===== src/rtl/lnk_pkg.sv =====
package lnk_pkg;
  typedef enum logic {
    ALN_HUNT  = 1'b0,
    ALN_TRACK = 1'b1
  } aln_state_t;
endpackage


===== src/rtl/lnk_lane_shift.sv =====
module lnk_lane_shift #(
  parameter int SLOTS = 7
) (
  input  logic             clk,
  input  logic             rst_n,
  input  logic             clr,
  input  logic             din,
  output logic [SLOTS-1:0] sh_o
);
  logic [SLOTS-1:0] sh_q, sh_nxt;

  // newest sample enters at the top, so after a frame slot j sits at bit j
  always_comb begin
    sh_nxt = {din, sh_q[SLOTS-1:1]};
  end

  always_ff @(posedge clk or negedge rst_n) begin
    if (!rst_n)   sh_q <= '0;
    else if (clr) sh_q <= '0;
    else          sh_q <= sh_nxt;
  end

  assign sh_o = sh_q;
endmodule


===== src/rtl/lnk_frame_align.sv =====
module lnk_frame_align
  import lnk_pkg::*;
#(
  parameter int             SLOTS     = 7,
  parameter logic [SLOTS-1:0] PAT     = 7'b1100011,
  parameter int             GOOD_NEED = 2
) (
  input  logic             clk,
  input  logic             rst_n,
  input  logic             clr,
  input  logic [SLOTS-1:0] clk_sh,
  output logic             cap_en,
  output logic             stat_en,
  output logic             good_reach,
  output logic             pix_o
);
  localparam int CW       = (SLOTS > 1) ? $clog2(SLOTS) : 1;
  localparam int GW       = $clog2(GOOD_NEED + 1);
  localparam int HI_SLOTS = (SLOTS + 1) / 2;

  aln_state_t    st_q, st_nxt;
  logic [CW-1:0] cnt_q, cnt_nxt;
  logic [GW-1:0] good_q, good_nxt;
  logic          pix_q, pix_nxt;
  logic          match, frame_end;

  always_comb begin
    match     = (clk_sh == PAT);
    frame_end = (st_q == ALN_TRACK) ? (cnt_q == CW'(SLOTS - 1)) : match;
    st_nxt    = st_q;
    cnt_nxt   = cnt_q;
    good_nxt  = good_q;
    if (frame_end) begin
      cnt_nxt = '0;
      if (match) begin
        st_nxt   = ALN_TRACK;
        good_nxt = (good_q >= GW'(GOOD_NEED)) ? good_q : good_q + GW'(1);
      end else begin
        st_nxt   = ALN_HUNT;
        good_nxt = '0;
      end
    end else if (st_q == ALN_TRACK) begin
      cnt_nxt = cnt_q + CW'(1);
    end
    pix_nxt    = (st_nxt == ALN_TRACK) && (cnt_nxt < CW'(HI_SLOTS));
    cap_en     = frame_end && match;
    stat_en    = frame_end;
    good_reach = (good_nxt >= GW'(GOOD_NEED));
  end

  always_ff @(posedge clk or negedge rst_n) begin
    if (!rst_n) begin
      st_q   <= ALN_HUNT;
      cnt_q  <= '0;
      good_q <= '0;
      pix_q  <= 1'b0;
    end else if (clr) begin
      st_q   <= ALN_HUNT;
      cnt_q  <= '0;
      good_q <= '0;
      pix_q  <= 1'b0;
    end else begin
      st_q   <= st_nxt;
      cnt_q  <= cnt_nxt;
      good_q <= good_nxt;
      pix_q  <= pix_nxt;
    end
  end

  assign pix_o = pix_q;

  AST_SLOT_RANGE: assert property (@(posedge clk) disable iff (!rst_n)
    cnt_q < CW'(SLOTS));

  AST_LOCK_ON_MATCH: assert property (@(posedge clk) disable iff (!rst_n)
    (st_q == ALN_HUNT && match && !clr) |=> (st_q == ALN_TRACK && cnt_q == '0 && pix_q));

  AST_HUNT_PIX_LOW: assert property (@(posedge clk) disable iff (!rst_n)
    (st_q == ALN_HUNT) |-> !pix_q);
endmodule


===== src/rtl/lnk_word_out.sv =====
module lnk_word_out #(
  parameter int W = 28
) (
  input  logic         clk,
  input  logic         rst_n,
  input  logic         clr,
  input  logic         cap_en,
  input  logic         stat_en,
  input  logic         good_reach,
  input  logic         pix_in,
  input  logic [W-1:0] data_in,
  output logic [W-1:0] word_o,
  output logic         vld_o,
  output logic         pix_o
);
  logic [W-1:0] word_q, word_nxt;
  logic         vld_q, vld_nxt;

  always_comb begin
    word_nxt = cap_en  ? data_in    : word_q;
    vld_nxt  = stat_en ? good_reach : vld_q;
  end

  always_ff @(posedge clk or negedge rst_n) begin
    if (!rst_n) begin
      word_q <= '0;
      vld_q  <= 1'b0;
    end else if (clr) begin
      word_q <= '0;
      vld_q  <= 1'b0;
    end else begin
      word_q <= word_nxt;
      vld_q  <= vld_nxt;
    end
  end

  assign word_o = clr ? '0 : word_q;
  assign vld_o  = vld_q & ~clr;
  assign pix_o  = pix_in & ~clr;

  AST_PD_CLEAR: assert property (@(posedge clk) disable iff (!rst_n)
    clr |=> (word_q == '0 && !vld_q));

  AST_WORD_ON_PIX_RISE: assert property (@(posedge clk) disable iff (!rst_n)
    (!$stable(word_q) && !$past(clr)) |-> $rose(pix_in));

  AST_VALID_ON_PIX_RISE: assert property (@(posedge clk) disable iff (!rst_n)
    $rose(vld_q) |-> $rose(pix_in));

  AST_LOSS_DROPS_VALID: assert property (@(posedge clk) disable iff (!rst_n)
    (stat_en && !cap_en) |=> (!vld_q && $stable(word_q)));
endmodule


===== src/rtl/panel_link_rx.sv =====
module panel_link_rx #(
  parameter int               LANES     = 4,
  parameter int               SLOTS     = 7,
  parameter logic [SLOTS-1:0] CLK_PAT   = 7'b1100011,
  parameter int               GOOD_NEED = 2
) (
  input  logic                   clk_bit,
  input  logic                   rst_n,
  input  logic                   pwr_dn,
  input  logic [LANES-1:0]       lane_in,
  input  logic                   clk_lane_in,
  output logic [LANES*SLOTS-1:0] word_o,
  output logic                   word_vld_o,
  output logic                   pix_clk_o
);
  localparam int W = LANES * SLOTS;

  logic [1:0]       rst_sync_q;
  logic             rst_int_n;
  logic [W-1:0]     data_w;
  logic [SLOTS-1:0] clk_sh;
  logic             cap_en, stat_en, good_reach, pix_w;

  // asynchronous assert, synchronous release
  always_ff @(posedge clk_bit or negedge rst_n) begin
    if (!rst_n) rst_sync_q <= 2'b00;
    else        rst_sync_q <= {rst_sync_q[0], 1'b1};
  end
  assign rst_int_n = rst_sync_q[1];

  for (genvar k = 0; k < LANES; k++) begin : g_lane
    lnk_lane_shift #(.SLOTS(SLOTS)) i_shift (
      .clk   (clk_bit),
      .rst_n (rst_int_n),
      .clr   (pwr_dn),
      .din   (lane_in[k]),
      .sh_o  (data_w[k*SLOTS +: SLOTS])
    );
  end

  lnk_lane_shift #(.SLOTS(SLOTS)) i_clk_shift (
    .clk   (clk_bit),
    .rst_n (rst_int_n),
    .clr   (pwr_dn),
    .din   (clk_lane_in),
    .sh_o  (clk_sh)
  );

  lnk_frame_align #(.SLOTS(SLOTS), .PAT(CLK_PAT), .GOOD_NEED(GOOD_NEED)) i_align (
    .clk        (clk_bit),
    .rst_n      (rst_int_n),
    .clr        (pwr_dn),
    .clk_sh     (clk_sh),
    .cap_en     (cap_en),
    .stat_en    (stat_en),
    .good_reach (good_reach),
    .pix_o      (pix_w)
  );

  lnk_word_out #(.W(W)) i_out (
    .clk        (clk_bit),
    .rst_n      (rst_int_n),
    .clr        (pwr_dn),
    .cap_en     (cap_en),
    .stat_en    (stat_en),
    .good_reach (good_reach),
    .pix_in     (pix_w),
    .data_in    (data_w),
    .word_o     (word_o),
    .vld_o      (word_vld_o),
    .pix_o      (pix_clk_o)
  );
endmodule


===== config.mk =====
export PLATFORM = sky130hd
export DESIGN_NAME = panel_link_rx
export DESIGN_NICKNAME = d
export VERILOG_FILES = /design/src/rtl/lnk_pkg.sv /design/src/rtl/lnk_lane_shift.sv /design/src/rtl/lnk_frame_align.sv /design/src/rtl/lnk_word_out.sv /design/src/rtl/panel_link_rx.sv
export SDC_FILE = /design/constraint.sdc
export NUM_CORES = 1
export LEC_CHECK = 0
export BUFFER_PORTS_ARGS = -buffer_cell sky130_fd_sc_hd__buf_2
export CORE_ASPECT_RATIO = 1.5
export CORE_MARGIN = 10
export CORE_UTILIZATION = 50
export DETAILED_ROUTE_END_ITERATION = 10
export PLACE_DENSITY = 0.81
export SETUP_SLACK_MARGIN = 0.2
export SLEW_MARGIN = 20
export SYNTH_ARGS = -nofsm -noshare
export SYNTH_HDL_FRONTEND = slang
export SYNTH_SLANG_ARGS = --single-unit

===== constraint.sdc =====
create_clock -name clk_bit -period 6.7 [get_ports clk_bit]
set_input_delay 0.67 -clock clk_bit [delete_from_list [all_inputs] [get_ports clk_bit]]
set_output_delay 0.67 -clock clk_bit [all_outputs]
set_load 0.01 [all_outputs]

==> impl_summary.log, run 1 <==
INFO  metric outcome = completed
INFO  metric clock-root-buffer = sky130_fd_sc_hd__clkbuf_8
INFO  metric ctsResizeCount = 0
INFO  metric postRouteAntennaNets = 0
INFO  metric powerDensity = roughly 230 nW/µm²
INFO  metric tritoncts.num_buffers = 9
INFO  metric max_slew_headroom = 0.431
INFO  metric placement.io_buffers = 37
INFO  metric cts_sinks = 73
INFO  metric most_common_library_cell_in_the_layout_ignoring_fill_and_taps = sky130_fd_sc_hd__nor2b_1
INFO  metric grt_antenna_before_repair = 0
INFO  metric synthesis.nets = ~230
INFO  metric antenna-diode-count = 0
INFO  metric path_clk_slew = 0.07 ns
INFO  metric core.rowCount = 34
INFO  metric clockBufferDepth = 2
INFO  metric maximum_number_of_pins_on_one_net_before_global_route_repair = 79
INFO  metric critical_path.max_fanout = 78
INFO  metric vias_after_detailed_routing = 1673
INFO  metric routed-wl-met2 = ~2.4 mm
INFO  metric via_per_inst = 4.96
INFO  metric rsz0062_at_grt = no
INFO  metric cts_tree = done
INFO  metric crit_path_frequent_cell = sky130_fd_sc_hd__buf_2
INFO  metric drc_violations_left = 0
INFO  metric ctsHtreeMaxLevel = 3
INFO  metric syn-mean-instance-area = about 13 µm²
INFO  metric wirelength_met1 = between 2 and 2.5 mm
INFO  metric number_of_design_rule_violations_left_by_the_first_detailed_router_iteration = approximately 130
INFO  metric number_of_maximum_capacitance_violations = 0
INFO  metric die_width = approximately 83 µm
INFO  metric postSynthCellCount = 223
INFO  metric global_route_wire_length_before_repair = 8.76 mm
INFO  metric fmaxAchievable = around 420 MHz
INFO  metric floorplan.io_pins = 38
INFO  metric wl_per_cell = 14.9 µm
INFO  metric worst_ir_drop_vdd = approximately 150 µV
INFO  metric placeableCoreArea = approximately 5800 µm²
INFO  metric synthesized_cell_area = 2950 µm²
INFO  metric top_layer = met4
INFO  metric cellLeakagePower = about 1.7 nW
INFO  metric commonest_cells_after_routing_fill_and_taps_aside = sky130_fd_sc_hd__nor2b_1 (73), sky130_fd_sc_hd__dfrtp_1 (72), sky130_fd_sc_hd__buf_2 (37), sky130_fd_sc_hd__mux2_2 (22), sky130_fd_sc_hd__clkbuf_8 (10)
INFO  metric initial_utilization = 0.510
INFO  metric hold_viol = 0
INFO  metric critical-path-slowest-cell = sky130_fd_sc_hd__buf_4
INFO  metric first_global_vias = between 1500 and 2000
INFO  metric ctsHoldBuffers = 0
INFO  metric wl_met3 = around 360 µm
INFO  metric grt_usage = 0.121
INFO  metric setup-tns-final = 0 ns
INFO  metric final.setup_skew = slightly above 0.008 ns
INFO  metric ys_warn_count = 0
INFO  metric max_slew.worst_pin.slew = approximately 0.85 ns
INFO  metric endpoint_kind = primary output
INFO  metric final-max-slew-violation-count = 0
INFO  metric finish.utilization = 0.583
INFO  metric drt-total-wl = 5.02 mm
INFO  metric criticalPathCategory = primary input to primary output
INFO  metric slowest_delay = around 0.57 ns
INFO  metric drt_pass1_iterations = 4
INFO  metric chipHeight = about 110 µm
INFO  metric clk-insertion-delay-late = between 0.3 and 0.4 ns
INFO  metric post_route_cells_drive_above_1_share = 0.328
INFO  metric post-cts-setup-buffer-count = 0
INFO  metric hpwlAfterDp = 3.17 mm
INFO  metric finalWeightedCongestion = about 0.74
INFO  metric finalSetupViolations = 0
INFO  metric number_of_distinct_library_cell_variants_in_the_gate_level_netlist_after_synthesis = 27
INFO  metric globalRouteOverflowTotal = 0
INFO  metric yosys_register_bits = 73
INFO  metric finalCriticalPeriod = approximately 2.4 ns
INFO  metric area_delta_synth_final = 14.3%
INFO  metric crit_path_cell_trace = buf_2 -> buf_4 -> nor2b_1 -> buf_2
INFO  metric nFillCells = ~520
INFO  metric timing.critical_path.arrival = roughly 1.7 ns
INFO  metric setup.worst_path.start_class = primary input
INFO  metric final.period_utilization = 0.355
INFO  metric fraction_of_the_yosys_area_taken_by_sequential_cells = 0.620
INFO  metric worstHoldPathType = primary input to async pin
INFO  metric worstPathRequired = approximately 6.0 ns
INFO  metric dieArea = between 9000 and 10000 µm²
INFO  metric layout.nets = roughly 270
sequential cells by signal (all words and copies together), names as in the netlist:
register             count
i_align.good_q           2
i_clk_shift.sh_o         7
rst_sync_q               2
i_align.pix_o            1
i_align.cnt_q            3
i_align.st_q             1
g_lane.i_shift.sh_o     28
i_out.word_q            28
i_out.vld_q              1
layout make-up:
class                      count  area (µm²)  share of cell area
sequential                    73        1830               0.542
multi-input combinational    136        1060               0.314
timing repair buffer          40         208              0.0616
clock buffer                  12         145              0.0431
tap                           72        90.1              0.0267
clock inverter                 1        30.0             0.00891
inverter                       3        11.3             0.00334
per-stage QoR:
step                      cells  setup WS, ns  hold WS [ns]  total power, mW  area (µm²)
final                       337          4.32         0.108            0.785        3370
after CTS                   337          4.30        0.0883            0.797        3370
after detailed placement    324          4.31         0.350            0.479        3200
after global routing        337          4.21        0.0889            0.820        3370
after floorplan             223          4.52         0.331            0.471        2950
after global placement      324          4.30         0.340            0.478        3200
worst paths after layout:
kind                       cells after the start                         start  slack, ns                            to
min in group clk_bit                           0       rst_sync_q[0]$_DFF_PN0_       0.37       rst_sync_q[1]$_DFF_PN0_
max in group asynchronous                      1       rst_sync_q[1]$_DFF_PN0_       5.67  i_out.word_q[18]$_DFFE_PN0P_
setup / recovery                               4                        pwr_dn       4.32                    word_o[18]
hold / removal                                 1                         rst_n       0.11       rst_sync_q[1]$_DFF_PN0_
setup reg to reg                               6  i_align.cnt_q[0]$_DFFE_PN0P_       4.86   i_out.word_q[7]$_DFFE_PN0P_
hold reg to reg                                0       rst_sync_q[0]$_DFF_PN0_       0.37       rst_sync_q[1]$_DFF_PN0_
critical path: cells and delay by family:
family	cells	cell delay, ns
buffers and inverters	3	0.84
and+or+nand+nor	1	0.18
Yosys cell counts:
master	count	share of area
sky130_fd_sc_hd__mux2_4	6	0.031
sky130_fd_sc_hd__o21ai_0	7	0.012
sky130_fd_sc_hd__ha_1	3	0.013
sky130_fd_sc_hd__or2_2	2	0.0042
sky130_fd_sc_hd__o32ai_1	2	0.0059
sky130_fd_sc_hd__inv_1	3	0.0038
sky130_fd_sc_hd__clkbuf_1	8	0.010
sky130_fd_sc_hd__nand3b_1	1	0.0025
sky130_fd_sc_hd__nor2_1	2	0.0025
sky130_fd_sc_hd__mux2_2	22	0.084
sky130_fd_sc_hd__and3b_1	1	0.0030
sky130_fd_sc_hd__nand4bb_4	1	0.0093
sky130_fd_sc_hd__nand2_1	2	0.0025
sky130_fd_sc_hd__dfrtp_1	73	0.62
sky130_fd_sc_hd__a21boi_2	1	0.0038
sky130_fd_sc_hd__a21oi_1	5	0.0085
sky130_fd_sc_hd__nor3_1	1	0.0017
sky130_fd_sc_hd__buf_6	1	0.0038
sky130_fd_sc_hd__buf_4	2	0.0051
sky130_fd_sc_hd__nor3b_1	1	0.0025
sky130_fd_sc_hd__o211ai_1	1	0.0025
sky130_fd_sc_hd__nor2b_1	73	0.15
sky130_fd_sc_hd__nand4bb_1	1	0.0038
sky130_fd_sc_hd__conb_1	1	0.0013
sky130_fd_sc_hd__nand3_1	1	0.0017
sky130_fd_sc_hd__o21ba_2	1	0.0034
sky130_fd_sc_hd__or3_4	1	0.0038
kinds of logic after synthesis:
family,share of synthesized area
compound gates,0.0361
fa+ha+maj,0.0127
buf+inv,0.0229
flops,0.620
mux,0.115
other cells,0.00127
simple gates,0.193
metal layers:
layer | up-vias | GRT usage
met5 | - | 0
met4 | 0 | 0.0672
met3 | 7 | 0.0472
met2 | 38 | 0.174
met1 | 821 | 0.150
li1 | 807 | -
power by group:
part / internal [mW] / total, mW / switching, mW / leakage (nW)
sequential: 0.446 / 0.447 / 0.00165 / 1.00
combinational: 0.00554 / 0.0224 / 0.0169 / 0.625
clock: 0.176 / 0.316 / 0.139 / 0.0884
(Power assumes the default switching activity.)
==> run 2: changes to the inputs <==
Clock period 6.7 ns to 2.3 ns, I/O delays scaled along.
==> impl_summary.log, run 2 (synthesis gave the netlist of run 1 again) <==
INFO  metric first_global_vias = 1769 (-1.9%)
INFO  metric vias_after_detailed_routing = 1708 (+2.1%)
INFO  metric fmaxAchievable = 549 MHz
INFO  metric setup-tns-final = 0 ns (unchanged)
INFO  metric antenna-diode-count = 0 (unchanged)
INFO  metric postRouteAntennaNets = 0 (unchanged)
INFO  metric maximum_number_of_pins_on_one_net_before_global_route_repair = 37 (-53%)
INFO  metric via_per_inst = 4.98 (+0.31%)
INFO  metric ctsHtreeMaxLevel = 3 (unchanged)
INFO  metric hold-path-cell-count = 2
INFO  metric core.rowCount = 34 (unchanged)
INFO  metric finish.utilization = 0.597 (+0.0141)
INFO  metric endpoint_kind = flip-flop
INFO  metric max_slew_headroom = 0.629 (+0.198)
INFO  metric ctsHoldBuffers = 1 (+1)
INFO  metric timing.hold.ws = 0.0974 ns (-0.0103 ns)
INFO  metric nFillCells = 482 (-6.9%)
INFO  metric cellLeakagePower = 1.76 nW (+2.3%)
INFO  metric finalSetupViolations = 0 (unchanged)
INFO  metric cts_sinks = 73 (unchanged)
INFO  metric internal_power = 1.93 mW (+210%)
INFO  metric final.period_utilization = 0.792
INFO  metric ctsResizeCount = 0 (unchanged)
INFO  metric layout.nets = 277 (+1.1%)
INFO  metric criticalPathCategory = flip-flop to flip-flop
INFO  metric grt_usage = 0.120 (-0.000451)
INFO  metric sw_frac_of_total = 0.213 (+0.0123)
INFO  metric tritoncts.num_buffers = 9 (unchanged)
INFO  metric drc_violations_left = 0 (unchanged)
INFO  metric timing.hold.worst.start = clk_lane_in
INFO  metric worstPathRequired = 2.53 ns (-3.50 ns)
INFO  metric max_slew.worst_pin.slew = 0.557 ns (-0.297 ns)
INFO  metric seqPwrFrac = 0.535 (-0.035)
INFO  metric worst_r2r_start = i_align.cnt_q[0]$_DFFE_PN0P_
INFO  metric most_common_library_cell_in_the_layout_ignoring_fill_and_taps = sky130_fd_sc_hd__nor2b_1
INFO  metric post_route_cells_drive_above_1_share = 0.347 (+0.0186)
INFO  metric chipHeight = 114 µm (unchanged)
INFO  metric globalRouteOverflowTotal = 0 (unchanged)
INFO  metric outcome = completed
INFO  metric slowest_delay = 0.40 ns (-0.17 ns)
INFO  metric worst_ir_drop_vdd = 443 µV (+190%)
INFO  metric floorplan.io_pins = 38 (unchanged)
INFO  metric hpwlAfterDp = 3.46 mm (+9.2%)
INFO  metric initial_utilization = 0.510 (unchanged)
INFO  metric path_clk_slew = 0.07 ns (about the same)
INFO  metric powerDensity = 710 nW/µm² (+200%)
INFO  metric setup.worst_path.start_class = flip-flop
INFO  metric cts_tree = done
INFO  metric pwr-share-comb = 0.026 (-0.003)
INFO  metric commonest_cells_after_routing_fill_and_taps_aside = sky130_fd_sc_hd__nor2b_1 (73), sky130_fd_sc_hd__dfrtp_1 (72), sky130_fd_sc_hd__buf_2 (37), sky130_fd_sc_hd__mux2_2 (22), sky130_fd_sc_hd__clkbuf_8 (9)
INFO  metric detailedPlace.worstSlack = 0.480 ns (-3.83 ns)
INFO  metric critical-path-slowest-cell = sky130_fd_sc_hd__dfrtp_1
INFO  metric post-cts-setup-buffer-count = 0 (unchanged)
INFO  metric final-max-slew-violation-count = 0 (unchanged)
INFO  metric number_of_maximum_capacitance_violations = 0 (unchanged)
INFO  metric crit_path_cell_trace = inv_1 -> ha_1 -> a21boi_2 -> nor3_2 -> buf_4 -> mux2_2
INFO  metric die_width = 82.7 µm (unchanged)
INFO  metric hold_viol = 0 (unchanged)
INFO  metric net-switching-power = 0.522 mW (+230%)
INFO  metric holdPathEnd = i_clk_shift.sh_o[6]$_DFF_PN0_
INFO  metric rsz0062_at_grt = no
INFO  metric placeableCoreArea = 5790 µm² (unchanged)
INFO  metric global_route_wire_length_before_repair = 8.53 mm (-2.6%)
INFO  metric clockBufferDepth = 2 (unchanged)
INFO  metric finalCriticalPeriod = roughly 1.8 ns
INFO  metric area_delta_synth_final = 17.1%
INFO  metric number_of_design_rule_violations_left_by_the_first_detailed_router_iteration = 152 (+20%)
INFO  metric dieArea = 9430 µm² (unchanged)
INFO  metric clk-insertion-delay-late = 0.35 ns (+0.02 ns)
INFO  metric clock-root-buffer = sky130_fd_sc_hd__clkbuf_8
INFO  metric finalWeightedCongestion = 0.763 (+3.2%)
INFO  metric cp_num_buf_inv = 2 (-1)
INFO  metric worstHoldPathType = primary input to flip-flop
INFO  metric final_critical_path_setup_slack = 0.478 ns (-3.84 ns)
INFO  metric placement.io_buffers = 37 (unchanged)
INFO  metric path_delay_family = flip-flops
INFO  metric clkPwrFrac = 0.439 (+0.037)
INFO  metric reg2reg_setup_slack = 0.48 ns (-4.38 ns)
INFO  metric final.setup_skew = 0.00943 ns (+0.00135 ns)
INFO  metric critical_path.max_fanout = 21 (-73%)
INFO  metric drt_pass1_iterations = 4 (unchanged)
INFO  metric reg2reg_depth = 6 (unchanged)
INFO  metric wl_per_cell = 14.8 µm (-0.71%)
INFO  metric total_power = 2.45 mW (+210%)
INFO  metric r2r-end = i_out.word_q[6]$_DFFE_PN0P_
INFO  metric grt_antenna_before_repair = 0 (unchanged)
INFO  metric drt-total-wl = 5.07 mm (+1.1%)
INFO  metric timing.critical_path.arrival = 2.05 ns (+0.34 ns)
## run 2: cell types whose count changed in the layout (fill, tap and decap cells not counted)
| cell | previous run | this run |
|---|---|---|
| sky130_fd_sc_hd__buf_4 | 3 | 4 |
| sky130_fd_sc_hd__clkbuf_8 | 10 | 9 |
| sky130_fd_sc_hd__clkinvlp_4 | 0 | 1 |
| sky130_fd_sc_hd__dlygate4sd3_1 | 0 | 1 |
| sky130_fd_sc_hd__bufinv_16 | 1 | 2 |
| sky130_fd_sc_hd__clkinv_2 | 0 | 2 |
| sky130_fd_sc_hd__clkinv_4 | 0 | 2 |
| sky130_fd_sc_hd__clkbuf_1 | 2 | 0 |
| sky130_fd_sc_hd__buf_12 | 0 | 1 |
## run 2: worst max path at each step
stage                                   end                         start  cells past startpoint  slack (ns)
3_3_place_gp   i_out.word_q[24]$_DFFE_PN0P_  i_align.cnt_q[0]$_DFFE_PN0P_                      6        0.57
4_1_cts         i_out.word_q[6]$_DFFE_PN0P_  i_align.cnt_q[0]$_DFFE_PN0P_                      6        0.48
5_1_grt         i_out.word_q[1]$_DFFE_PN0P_  i_align.cnt_q[0]$_DFFE_PN0P_                      6        0.37
3_5_place_dp    i_out.word_q[6]$_DFFE_PN0P_  i_align.cnt_q[0]$_DFFE_PN0P_                      6        0.48
6_report        i_out.word_q[6]$_DFFE_PN0P_  i_align.cnt_q[0]$_DFFE_PN0P_                      6        0.48
2_1_floorplan  i_out.word_q[10]$_DFFE_PN0P_  i_align.cnt_q[0]$_DFFE_PN0P_                      6        0.59
## run 2: per-stage QoR
step,instances,instance area [µm²]
2_1_floorplan,223,2950
3_3_place_gp,326,3220
3_5_place_dp,326,3220
4_1_cts,343,3450
5_1_grt,343,3450
6_report,343,3450
## run 2: power by group through the flow
| stage | Sequential (mW) | Combinational [mW] | Clock (mW) |
|---|---|---|---|
| floorplan | 1.34 | 0.0302 | 0 |
| global placement | 1.33 | 0.0621 | 0 |
| detailed placement | 1.34 | 0.0644 | 0 |
| CTS | 1.31 | 0.0658 | 1.11 |
| global route | 1.31 | 0.0730 | 1.18 |
| finish | 1.31 | 0.0638 | 1.08 |
## run 2: layout make-up
type / count / area (µm²) / share of cell area
well taps: 72 / 90.1 / 0.0261
clock inverters: 7 / 95.1 / 0.0275
flip-flops and latches: 73 / 1830 / 0.530
repair buffers: 43 / 245 / 0.0710
clock buffers: 9 / 124 / 0.0359
multi-input cells: 136 / 1060 / 0.307
inverters: 3 / 11.3 / 0.00326
## run 2: worst register-to-register path, stage by stage (launching register included)
cell                       delay, ns
sky130_fd_sc_hd__dfrtp_1        0.40
sky130_fd_sc_hd__inv_1          0.09
sky130_fd_sc_hd__ha_1           0.25
sky130_fd_sc_hd__a21boi_2       0.11
sky130_fd_sc_hd__nor3_2         0.18
sky130_fd_sc_hd__buf_4          0.30
sky130_fd_sc_hd__mux2_2         0.39
## run 2: per-layer routing
layer	global-route usage	up-vias	routed length [µm]
met3	0.0520	13	329
met1	0.146	844	2150
met5	0	-	0
met4	0.0638	0	116
li1	-	814	-
met2	0.175	37	2470
==> run 3: changes to the inputs <==
Settings changed: PLACE_DENSITY 0.81 to 0.83.
Clock period 2.3 ns to 1.65 ns, I/O delays scaled along.
==> impl_summary.log, run 3 (synthesis gave the netlist of run 1 again) <==
INFO  metric via_per_inst = 4.99 (+0.30%)
INFO  metric first_global_vias = 1850 (+4.6%)
INFO  metric post_route_cells_drive_above_1_share = 0.400 (+0.0531)
INFO  metric cts_tree = done
INFO  metric final-max-slew-violation-count = 0 (unchanged)
INFO  metric dieArea = 9430 µm² (unchanged)
INFO  metric global_route_wire_length_before_repair = 9.02 mm (+5.7%)
INFO  metric powerDensity = 885 nW/µm² (+25%)
INFO  metric worstHoldPathType = primary input to flip-flop
INFO  metric area_delta_synth_final = 27.0%
INFO  metric postRouteAntennaNets = 0 (unchanged)
INFO  metric endpoint_kind = flip-flop
INFO  metric drc_violations_left = 0 (unchanged)
INFO  metric detailedPlace.worstSlack = 0.0134 ns (-0.467 ns)
INFO  metric initial_utilization = 0.510 (unchanged)
INFO  metric timing.critical_path.arrival = 1.82 ns (-0.23 ns)
INFO  metric finalSetupViolations = 0 (unchanged)
INFO  metric fmaxAchievable = 626 MHz (+14%)
INFO  metric drt-total-wl = 5.69 mm (+12%)
INFO  metric grt_antenna_before_repair = 0 (unchanged)
INFO  metric hold_viol = 0 (unchanged)
INFO  metric timing.hold.ws = 0.0404 ns (-0.0570 ns)
INFO  metric antenna-diode-count = 0 (unchanged)
INFO  metric hpwlAfterDp = 3.48 mm (+0.46%)
INFO  metric commonest_cells_after_routing_fill_and_taps_aside = sky130_fd_sc_hd__nor2b_1 (73), sky130_fd_sc_hd__dfrtp_1 (72), sky130_fd_sc_hd__buf_2 (37), sky130_fd_sc_hd__mux2_4 (26), sky130_fd_sc_hd__buf_4 (12)
INFO  metric floorplan.io_pins = 38 (unchanged)
INFO  metric placeableCoreArea = 5790 µm² (unchanged)
INFO  metric chipHeight = 114 µm (unchanged)
INFO  metric globalRouteOverflowTotal = 0 (unchanged)
INFO  metric critical_path.max_fanout = 8 (-62%)
INFO  metric maximum_number_of_pins_on_one_net_before_global_route_repair = 79 (+110%)
INFO  metric clk-insertion-delay-late = 0.34 ns (about the same)
INFO  metric drt_pass1_iterations = 4 (unchanged)
INFO  metric tritoncts.num_buffers = 9 (unchanged)
INFO  metric outcome = completed
INFO  metric die_width = 82.7 µm (unchanged)
INFO  metric clock-root-buffer = sky130_fd_sc_hd__clkbuf_8
INFO  metric final.setup_skew = 0.0100 ns (+0.000616 ns)
INFO  metric cts_sinks = 73 (unchanged)
INFO  metric vias_after_detailed_routing = 1783 (+4.4%)
INFO  metric ctsHtreeMaxLevel = 3 (unchanged)
INFO  metric final_critical_path_setup_slack = 0.0525 ns (-0.425 ns)
INFO  metric core.rowCount = 34 (unchanged)
INFO  metric clockBufferDepth = 2 (unchanged)
INFO  metric path_clk_slew = 0.08 ns (about the same)
INFO  metric nFillCells = 445 (-7.7%)
INFO  metric setup.worst_path.start_class = flip-flop
INFO  metric finalWeightedCongestion = 0.742 (-2.9%)
INFO  metric wl_per_cell = 15.9 µm (+7.9%)
INFO  metric rsz0062_at_grt = yes
INFO  metric most_common_library_cell_in_the_layout_ignoring_fill_and_taps = sky130_fd_sc_hd__nor2b_1
INFO  metric worstPathRequired = 1.88 ns (-0.65 ns)
INFO  metric final.period_utilization = 0.968 (+0.176)
INFO  metric finalCriticalPeriod = 1.60 ns (-0.225 ns)
INFO  metric worst_ir_drop_vdd = 573 µV (+29%)
INFO  metric criticalPathCategory = flip-flop to flip-flop
INFO  metric number_of_maximum_capacitance_violations = 0 (unchanged)
INFO  metric finish.utilization = 0.647 (+0.0504)
INFO  metric cellLeakagePower = 1.86 nW (+5.9%)
INFO  metric number_of_design_rule_violations_left_by_the_first_detailed_router_iteration = 99 (-35%)
INFO  metric grt_usage = 0.125 (+0.00424)
INFO  metric layout.nets = 291 (+5.1%)
INFO  metric placement.io_buffers = 37 (unchanged)
## run 3: through the flow
step | TNS, ns | area, µm² | std cells | total power, mW
floorplan | -0.0374 | 3040 | 223 | 1.92
global placement | 0 | 3370 | 332 | 1.95
detailed placement | 0 | 3370 | 332 | 1.95
CTS | 0 | 3630 | 352 | 3.34
global route | 0 | 3740 | 357 | 3.44
finish | 0 | 3740 | 357 | 3.31
## run 3: final timing paths
check / start / end / slack (ns) / depth (start not counted)
worst min register to register: rst_sync_q[1]$_DFF_PN0_ / i_out.word_q[5]$_DFFE_PN0P_ / 0.29 / 1
worst min-delay path: lane_in[2] / g_lane[2].i_shift.sh_o[6]$_DFF_PN0_ / 0.04 / 2
worst max-delay path: i_align.cnt_q[0]$_DFFE_PN0P_ / i_out.word_q[16]$_DFFE_PN0P_ / 0.05 / 5
worst max register to register: i_align.cnt_q[0]$_DFFE_PN0P_ / i_out.word_q[16]$_DFFE_PN0P_ / 0.05 / 5
min in group asynchronous: rst_n / rst_sync_q[0]$_DFF_PN0_ / 0.14 / 2
max in group asynchronous: rst_sync_q[1]$_DFF_PN0_ / i_align.cnt_q[1]$_DFFE_PN0P_ / 1.08 / 1
## run 3: cell type report
class | count | area (µm²) | share of cell area
multi-input cells | 136 | 1200 | 0.322
repair buffers | 57 | 408 | 0.109
flip-flops and latches | 73 | 1830 | 0.488
clock inverters | 7 | 77.6 | 0.0207
inverters | 3 | 11.3 | 0.00301
clock buffers | 9 | 124 | 0.0331
well taps | 72 | 90.1 | 0.0241
## run 3: report_power, final
part           internal [mW]  leakage, nW  switching [mW]  total (mW)
logic                 0.0325        0.757          0.0726       0.105
registers               1.81         1.00         0.00775        1.82
clock network          0.711        0.100           0.682        1.39
total                   2.55         1.86           0.763        3.31
## run 3: worst max-delay path, stage by stage (launching register included)
cell                       delay (ns)
sky130_fd_sc_hd__dfrtp_1         0.39
sky130_fd_sc_hd__inv_2           0.09
sky130_fd_sc_hd__ha_4            0.15
sky130_fd_sc_hd__a21boi_4        0.06
sky130_fd_sc_hd__or3_4           0.48
sky130_fd_sc_hd__mux2_4          0.32
## run 3: timing repair
action | CTS | global route
gates resized for setup | 4 | 12
gates cloned | 0 | 1
endpoints found under the hold margin | 2 | 0
pin swaps | 3 | 1
hold buffers | 1 | 0
setup buffers | 3 | 4
endpoints found under the setup margin | 32 | 32
## run 3: metal layers
layer / part of all wire / global-route usage / vias to the layer above
li1: - / - / 851
met3: 0.052 / 0.0394 / 6
met4: 0.016 / 0.0571 / 0
met2: 0.52 / 0.194 / 39
met5: 0 / 0 / -
met1: 0.41 / 0.152 / 887
